==> config.mk <==
export PLATFORM = sky130hd
export DESIGN_NAME = bsu_top
export DESIGN_NICKNAME = d
export VERILOG_FILES = /design/src/rtl/bsu_pkg.sv /design/src/rtl/bsu_rst_sync.sv /design/src/rtl/bsu_rshift.sv /design/src/rtl/bsu_rotl.sv /design/src/rtl/bsu_top.sv
export SDC_FILE = /design/constraint.sdc
export NUM_CORES = 1
export LEC_CHECK = 0
export CORE_ASPECT_RATIO = 1.2
export CORE_UTILIZATION = 55
export DETAILED_ROUTE_END_ITERATION = 6
export PLACE_DENSITY = 0.82
export SETUP_SLACK_MARGIN = 0.02
export SLEW_MARGIN = 25
export SYNTH_ARGS = -nofsm -noshare
export SYNTH_HDL_FRONTEND = slang
export SYNTH_SLANG_ARGS = --single-unit
==> constraint.sdc <==
create_clock -name clk -period 0.8 [get_ports clk]
set_input_delay 0.24 -clock clk [delete_from_list [all_inputs] [get_ports clk]]
set_output_delay 0.24 -clock clk [all_outputs]
set_load 0.1 [all_outputs]
==> src/rtl/bsu_pkg.sv <==
package bsu_pkg;

  localparam int unsigned BSU_OP_W = 3;

  typedef enum logic [BSU_OP_W-1:0] {
    BSU_SHL    = 3'd0,
    BSU_ASR    = 3'd1,
    BSU_SRONES = 3'd2,
    BSU_LSR    = 3'd3,
    BSU_ROL    = 3'd4
  } bsu_op_e;

endpackage

==> src/rtl/bsu_rst_sync.sv <==
module bsu_rst_sync (
  input  logic clk,
  input  logic arst_n,
  output logic rst_n_o
);

  logic meta_q;
  logic sync_q;

  always_ff @(posedge clk or negedge arst_n) begin
    if (!arst_n) begin
      meta_q <= 1'b0;
      sync_q <= 1'b0;
    end else begin
      meta_q <= 1'b1;
      sync_q <= meta_q;
    end
  end

  assign rst_n_o = sync_q;

endmodule

==> src/rtl/bsu_rshift.sv <==
// Log-stage right shifter with a selectable fill bit.
// Stages whose step reaches the word width flush the whole word.
module bsu_rshift #(
  parameter int unsigned W  = 16,
  parameter int unsigned AW = 5
) (
  input  logic [W-1:0]  din,
  input  logic [AW-1:0] amt,
  input  logic          fill,
  output logic [W-1:0]  dout
);

  logic [W-1:0] stg [AW+1];

  assign stg[0] = din;

  for (genvar k = 0; k < AW; k++) begin : g_stage
    localparam int unsigned STEP = 1 << k;
    if (STEP >= W) begin : g_flush
      assign stg[k+1] = amt[k] ? {W{fill}} : stg[k];
    end else begin : g_part
      assign stg[k+1] = amt[k] ? {{STEP{fill}}, stg[k][W-1:STEP]} : stg[k];
    end
  end

  assign dout = stg[AW];

endmodule

==> src/rtl/bsu_rotl.sv <==
// Log-stage left rotator; W must be a power of two and RW = log2(W).
module bsu_rotl #(
  parameter int unsigned W  = 16,
  parameter int unsigned RW = 4
) (
  input  logic [W-1:0]  din,
  input  logic [RW-1:0] amt,
  output logic [W-1:0]  dout
);

  logic [W-1:0] stg [RW+1];

  assign stg[0] = din;

  for (genvar k = 0; k < RW; k++) begin : g_stage
    localparam int unsigned STEP = 1 << k;
    assign stg[k+1] = amt[k] ? {stg[k][W-1-STEP:0], stg[k][W-1:W-STEP]} : stg[k];
  end

  assign dout = stg[RW];

endmodule

==> src/rtl/bsu_top.sv <==
module bsu_top #(
  parameter int unsigned DATA_W = 16,
  parameter int unsigned CNT_W  = 8
) (
  input  logic                          clk,
  input  logic                          rst_n,
  input  logic                          start,
  input  logic [bsu_pkg::BSU_OP_W-1:0]  opcode,
  input  logic [DATA_W-1:0]             operand,
  input  logic [CNT_W-1:0]              count,
  output logic [DATA_W-1:0]             result,
  output logic                          done
);

  import bsu_pkg::*;

  localparam int unsigned ROT_W = $clog2(DATA_W);
  localparam int unsigned SH_W  = ROT_W + 1;

  logic rst_q_n;

  bsu_rst_sync u_rst (
    .clk     (clk),
    .arst_n  (rst_n),
    .rst_n_o (rst_q_n)
  );

  // Bit reversal lets one right shifter also serve the left shift.
  logic [DATA_W-1:0] opnd_rev;
  for (genvar i = 0; i < DATA_W; i++) begin : g_rev_in
    assign opnd_rev[i] = operand[DATA_W-1-i];
  end

  bsu_op_e           op;
  logic              is_shl;
  logic              sh_fill;
  logic [DATA_W-1:0] sh_in;
  logic [DATA_W-1:0] sh_out;
  logic [DATA_W-1:0] sh_out_rev;
  logic [DATA_W-1:0] rot_out;

  assign op     = bsu_op_e'(opcode);
  assign is_shl = (op == BSU_SHL);
  assign sh_in  = is_shl ? opnd_rev : operand;

  always_comb begin
    case (op)
      BSU_ASR:    sh_fill = operand[DATA_W-1];
      BSU_SRONES: sh_fill = 1'b1;
      default:    sh_fill = 1'b0;
    endcase
  end

  bsu_rshift #(.W(DATA_W), .AW(SH_W)) u_shift (
    .din  (sh_in),
    .amt  (count[SH_W-1:0]),
    .fill (sh_fill),
    .dout (sh_out)
  );

  for (genvar i = 0; i < DATA_W; i++) begin : g_rev_out
    assign sh_out_rev[i] = sh_out[DATA_W-1-i];
  end

  bsu_rotl #(.W(DATA_W), .RW(ROT_W)) u_rot (
    .din  (operand),
    .amt  (count[ROT_W-1:0]),
    .dout (rot_out)
  );

  logic [DATA_W-1:0] op_res;
  always_comb begin
    case (op)
      BSU_SHL:    op_res = sh_out_rev;
      BSU_ASR,
      BSU_SRONES,
      BSU_LSR:    op_res = sh_out;
      BSU_ROL:    op_res = rot_out;
      default:    op_res = operand;
    endcase
  end

  // Next-state
  logic [DATA_W-1:0] res_d, res_q;
  logic              done_d, done_q;

  always_comb begin
    res_d  = res_q;
    done_d = start;
    if (start) begin
      res_d = op_res;
    end
  end

  // Registers
  always_ff @(posedge clk or negedge rst_q_n) begin
    if (!rst_q_n) begin
      res_q  <= '0;
      done_q <= 1'b0;
    end else begin
      res_q  <= res_d;
      done_q <= done_d;
    end
  end

  assign result = res_q;
  assign done   = done_q;

  p_done_after_start_r2: assert property (@(posedge clk) disable iff (!rst_q_n)
    start |=> done);
  p_done_quiet_r2: assert property (@(posedge clk) disable iff (!rst_q_n)
    !start |=> !done);
  p_hold_idle_r3: assert property (@(posedge clk) disable iff (!rst_q_n)
    !start |=> $stable(result));
  p_shl_flush_r4: assert property (@(posedge clk) disable iff (!rst_q_n)
    (start && opcode == 3'd0 && count[ROT_W]) |=> (result == '0));
  p_asr_flush_r5: assert property (@(posedge clk) disable iff (!rst_q_n)
    (start && opcode == 3'd1 && count[ROT_W]) |=> (result == {DATA_W{$past(operand[DATA_W-1])}}));
  p_rol_zero_r8: assert property (@(posedge clk) disable iff (!rst_q_n)
    (start && opcode == 3'd4 && count[ROT_W-1:0] == '0) |=> (result == $past(operand)));
  p_passthru_r9: assert property (@(posedge clk) disable iff (!rst_q_n)
    (start && opcode > 3'd4) |=> (result == $past(operand)));

endmodule

==> results of run 1 <==
-- through the flow --
step / hold slack (ps) / TNS [ps]
detailed placement: 189 / -30450
floorplan: -55.6 / -18840
CTS: 148 / -22850
global placement: 186 / -29410
-- cells by family after synthesis --
| logic type | count (synthesis) | synth area share [%] |
|---|---|---|
| other cells | 1 | 0.107 |
| simple gates | 139 | 19.8 |
| compound gates | 100 | 21.6 |
| flops | 19 | 13.6 |
| buf+inv | 58 | 8.76 |
| mux | 87 | 36.2 |
-- what timing repair did --
item / CTS
gates resized for setup: 158
endpoints found under the setup margin: 34
pin swaps: 25
setup buffers: 15
gates cloned: 1
-- metal layers --
layer	GRT overflow	GRT usage, %
met1	2	74.3
met2	59	95.9
met3	1	52.3
met4	39	85.6
met5	0	3.97
==> reports/summary.log, run 1 <==
[run_status] run status did not finish
[synthesis] synthesized area 3500 um^2
[synthesis] top_reg_cell synth sky130_fd_sc_hd__dfrtp_1
[synthesis] sequential area share after synthesis 13.6%
[synthesis] gate count after technology mapping 404
[placement] RD Place Congestion 1.18
[placement] number of input and output port buffers inserted 43
[floorplanning] overall die width 74.8 um
[synthesis] fraction of post-synthesis cell area in the top cell type by area 14.0%
[clock_tree] cts-stage hold buffer count 0
[placement] DP Cell Count 603
[clock_tree] cell at the root of the clock tree sky130_fd_sc_hd__clkbuf_8
[grt] maximum number of pins on one net before global-route repair 34
[clock_tree] H-tree depth 1
[synthesis] Async SR Flop Fraction 100%
[clock_tree] clock sink count 19
[synthesis] total of flip-flops plus latches after synthesis 19
[clock_tree] number of buffers added by the clock tree synthesis step 3
[sta] worst_ep grt result[15]$_DFFE_PN0P_/D
[placement] total placed instance area 4980 um^2
[grt] all-layer global routing usage 75.4%
[synthesis] Net Count, Synth 434
[synthesis] distinct cell type count after synthesis 78
[synthesis] most numerous cell in the Yosys netlist sky130_fd_sc_hd__mux2i_1
[clock_tree] number of buffers between clock root and the deepest sink 2
[synthesis] total of warnings raised by yosys 0
[synthesis] mean post-synth cell area 8.66 um^2
[floorplanning] height of the die 89.4 um
[floorplanning] count of boundary I/O pins 47
[sta] Worst EP Category register input
[floorplanning] Starting Density 57.5%
[synthesis] EDFF count, synth 0
[run_status] error message [ERROR GRT-0232] Routing congestion too high. Check the congestion heatmap in the GUI.
[placement] hpwl dp 10600 um
[run_status] stopping stage global routing
[synthesis] leading cell types by total area after synthesis sky130_fd_sc_hd__mux2i_1, sky130_fd_sc_hd__dfrtp_1, sky130_fd_sc_hd__mux4_2, sky130_fd_sc_hd__mux4_1, sky130_fd_sc_hd__nand2_1
[synthesis] largest area contributor in the netlist sky130_fd_sc_hd__mux2i_1
[floorplanning] placement row count 31
[grt] aggregate global routing overflow 101
[synthesis] leading post-synthesis cells by instance count sky130_fd_sc_hd__mux2i_1, sky130_fd_sc_hd__nand2_1, sky130_fd_sc_hd__nor2_1
[placement] worst-case setup slack after placement -1930 ps
==> inputs of run 2 (changes only) <==
- CORE_ASPECT_RATIO: 1.2 -> default
- CORE_UTILIZATION: 55 -> 40
- PLACE_DENSITY: 0.82 -> default
- PLACE_DENSITY_LB_ADDON: default -> 0.15
- SETUP_SLACK_MARGIN: 0.02 -> default
==> run 2 against run 1 <==
Net effect: area after synthesis unchanged; synthesized cell count unchanged; the flow now finishes, with violations (setup timing).
==> reports/summary.log, run 2 <==
[clock_tree] cts-stage hold buffer count 0 [unchanged]
[clock_tree] number of buffers added by the clock tree synthesis step 3 [unchanged]
[critical_path] data arrival time at the worst-slack endpoint 2230 ps
[layout] highest-count cells in the layout ignoring fill and taps sky130_fd_sc_hd__buf_4, sky130_fd_sc_hd__nand2_1, sky130_fd_sc_hd__mux2i_1
[synthesis] Async SR Flop Fraction 100% [unchanged]
[grt] maximum number of pins on one net before global-route repair 27
[power] power per unit of standard cell area 1150 nW/um^2
[sta] Hold WS 130 ps
[drt] Vias per Instance 6.32
[sta] count of final hold-check violations 0
[sta] Period minus WS final 2040 ps
[power] VDD IR-drop max 0.943 mV
[floorplanning] height of the die 95.5 um [was 89.4 um]
[grt] vias in the first global route 4008
[layout] most common cell after layout, fill and taps aside sky130_fd_sc_hd__buf_4
[power] internal power consumption 3.61 mW
[synthesis] gate count after technology mapping 404 [unchanged]
[floorplanning] count of boundary I/O pins 47 [unchanged]
[synthesis] Compound-Gate Fraction of Synth Area 21.6% [unchanged]
[synthesis] largest area contributor in the netlist sky130_fd_sc_hd__mux2i_1 [unchanged]
[floorplanning] placement row count 33 [was 31]
[clock_tree] clock tree from TritonCTS built
[floorplanning] placeable core region 8340 um^2
[floorplanning] Starting Density 42.0% [was 57.5%]
[clock_tree] clock network latency to the later pin of the worst-skew pair 260 ps
[run_status] run status finished, violations left [was did not finish]
[synthesis] combinational family with the most area after synthesis multiplexers [unchanged]
[layout] Layout Area Growth over Synthesis 66.0%
[run_status] violations in the final reports setup timing
[critical_path] list of cells traversed by the critical path clkdlybuf4s15_2, mux2i_1, mux4_2, mux2_4, a221oi_4, a32oi_1, a21oi_1
[layout] max FFs per register 16
[critical_path] startpoint of the lowest-slack register-to-register path result[9]
[synthesis] sequential area share after synthesis 13.6% [unchanged]
[sta] Worst-Margin Slew 546 ps
[clock_tree] clock sink count 19 [unchanged]
[synthesis] fraction of post-synthesis cell area in the top cell type by area 14.0% [unchanged]
[placement] hpwl dp 11200 um [was 10600 um]
[sta] number of setup violations in the final report 33
[grt] aggregate global routing overflow 0
[drt] Detail Route Antenna Nets 0
[grt] number of antenna violations at the first check in global routing 0
[layout] number of nets in the layout 592
[critical_path] Slowest cell on crit path sky130_fd_sc_hd__mux4_2
[layout] post-route design area 5810 um^2
[synthesis] leading cell types by total area after synthesis sky130_fd_sc_hd__mux2i_1, sky130_fd_sc_hd__dfrtp_1, sky130_fd_sc_hd__mux4_2, sky130_fd_sc_hd__mux4_1, sky130_fd_sc_hd__nand2_1 [unchanged]
[critical_path] origin of the worst setup path operand[1]
[floorplanning] overall die width 95.5 um [was 74.8 um]
[power] reported leakage power 2.46 nW
[layout] filler cell count 651
[layout] share of cells above drive strength 1 59.2%
[critical_path] CP peak stage delay 530 ps
[drt] post-detailed-route wirelength per cell 22.4 um
[power] switching power of the nets 3.04 mW
[synthesis] synthesized-area fraction occupied by and/or/nand/nor cells 19.8% [unchanged]
[sta] Slew Limit Headroom 63.1%
[critical_path] Worst EP required 990 ps
[critical_path] peak fanout along the critical path 7
[clock_tree] H-tree depth 1 [unchanged]
[sta] maximum frequency from static timing analysis 490 MHz
[critical_path] CP Class primary input to register
[drt] Total Wirelength 14900 um
[layout] share of the core filled with cells 69.6%
[sta] final setup slack of the worst path -1240 ps
[synthesis] total of warnings raised by yosys 0 [unchanged]
[critical_path] nature of the critical path endpoint register
[sta] setup clock skew after layout 5.33 ps
[synthesis] fraction of synthesized area in multiplexers 36.2% [unchanged]
[synthesis] adder-cell share of the synthesized area 0% [unchanged]
[power] combinational cell fraction of total power 70.0%
[sta] pins over their slew limit 0
[synthesis] Net Count, Synth 434 [unchanged]
[drt] number of design rule violations left after detail routing 0
[layout] Multi-input gate area 3080 um^2
[synthesis] parity-gate share of the synthesized area counting xor and xnor cells 0% [unchanged]
[placement] number of input and output port buffers inserted 43 [unchanged]
[placement] total placed instance area 5090 um^2 [was 4980 um^2]
[synthesis] top_reg_cell synth sky130_fd_sc_hd__dfrtp_1 [unchanged]
[synthesis] mean post-synth cell area 8.66 um^2 [unchanged]
[clock_tree] clock slew seen by the registers of the worst setup and hold paths 80 ps
[synthesis] most numerous cell in the Yosys netlist sky130_fd_sc_hd__mux2i_1 [unchanged]
[sta] unrepaired setup endpoints after global routing true
[grt] all-layer global routing usage 33.5%
[sta] sum of negative setup slack -24360 ps
[layout] FF/Latch Area 536 um^2
[synthesis] distinct cell type count after synthesis 78 [unchanged]
[synthesis] total of flip-flops plus latches after synthesis 19 [unchanged]
[floorplanning] die area 9130 um^2
[job] max-cap check violation count 0
[drt] total via count after detailed routing 4208
[power] Clk pwr share 10.5%
[clock_tree] number of buffers between clock root and the deepest sink 2 [unchanged]
[placement] RD Place Congestion 1.00 [was 1.18]
[drt] iteration count of the initial detailed-routing pass 5
[clock_tree] cell at the root of the clock tree sky130_fd_sc_hd__clkbuf_8 [unchanged]
[critical_path] kind of start point of the critical path primary input
[synthesis] synthesized area 3500 um^2 [unchanged]
[power] portion of total power attributed to sequential cells 19.5%
[synthesis] leading post-synthesis cells by instance count sky130_fd_sc_hd__mux2i_1, sky130_fd_sc_hd__nand2_1, sky130_fd_sc_hd__nor2_1 [unchanged]
[sta] fraction of the cycle the final worst path needs 255%
[synthesis] EDFF count, synth 0 [unchanged]
[layout] Antenna diodes 0
[min_path] worst hold-check path type primary input to async pin
[grt] first-pass GRT wire length 22700 um
[power] switch share 45.7%
[drt] initial drt markers 359
-- run 2: cell counts after synthesis --
Identical to the previous run, type by type.
-- run 2: worst paths after layout --
path / endpoint / slack [ps] / depth (start not counted)
worst max-delay path: result[15] / -1240 / 7
worst min-delay path: u_rst.rst_n_o / 130 / 1
worst max register to register: result[9] / -220 / 4
worst min register to register: result[5] / 200 / 1
max in group asynchronous: result[2] / 380 / 1
min in group clk: u_rst.rst_n_o / 360 / 0
-- run 2: repair_timing --
action,4_1_cts,5_1_grt
endpoints found under the setup margin,34,33
gates cloned,3,1
resized for setup,156,45
buffers inserted,18,7
pin swaps,27,20
-- run 2: area by class of cell --
type | count | share of cell area [%]
inverters | 9 | 0.582
clock inverters | 1 | 0.0862
repair buffers | 202 | 34.0
clock buffers | 3 | 0.711
well taps | 105 | 2.26
flip-flops and latches | 19 | 9.22
multi-input cells | 327 | 53.1
-- run 2: cells by family (layout without fill, tap and decap cells) --
| group | after synthesis | count (layout) |
|---|---|---|
| AND/OR/NAND/NOR | 139 | 139 |
| AO/OA/AOI/OAI | 100 | 100 |
| multiplexers | 87 | 87 |
| buffers and inverters | 58 | 215 |
| flip-flops | 19 | 19 |
| other | 1 | 1 |
-- run 2: through the flow --
| stage | power [mW] | instances | worst slack, ps |
|---|---|---|---|
| 2_1_floorplan | 3.65 | 404 | -1240 |
| 3_3_place_gp | 5.34 | 640 | -1980 |
| 3_5_place_dp | 5.38 | 640 | -2020 |
| 4_1_cts | 6.40 | 663 | -1220 |
| 5_1_grt | 6.91 | 666 | -1280 |
| 6_report | 6.65 | 666 | -1240 |
-- run 2: critical path: cells and delay by family --
kind	cells	cell delay [ps]
buffers and inverters	1	300
AO/OA/AOI/OAI	3	640
multiplexers	3	1050
-- run 2: per-layer routing --
layer | routed length (um) | global-route usage [%] | vias to the layer above | part of all wire (%)
li1 | - | - | 1874 | -
met1 | 6500 | 47.8 | 2048 | 44
met2 | 6870 | 54.4 | 245 | 46
met3 | 1100 | 2.39 | 41 | 7.3
met4 | 463 | 9.20 | 0 | 3.1
met5 | 0 | 0 | - | 0
-- run 2: power groups by stage --
stage               sequential (mW)  combinational (mW)  clock [mW]
finish                         1.30                4.66       0.695
global route                   1.31                4.86       0.745
CTS                            1.30                4.41       0.697
detailed placement             1.32                4.06           0
global placement               1.31                4.03           0
floorplan                      2.14                1.51           0
(Power assumes the default switching activity.)
==> inputs of run 3 (changes only) <==
- ABC_CLOCK_PERIOD_IN_PS: default -> 800
==> results of run 3 <==
No change in the layout: final DEF, timing and power equal those of run 2.
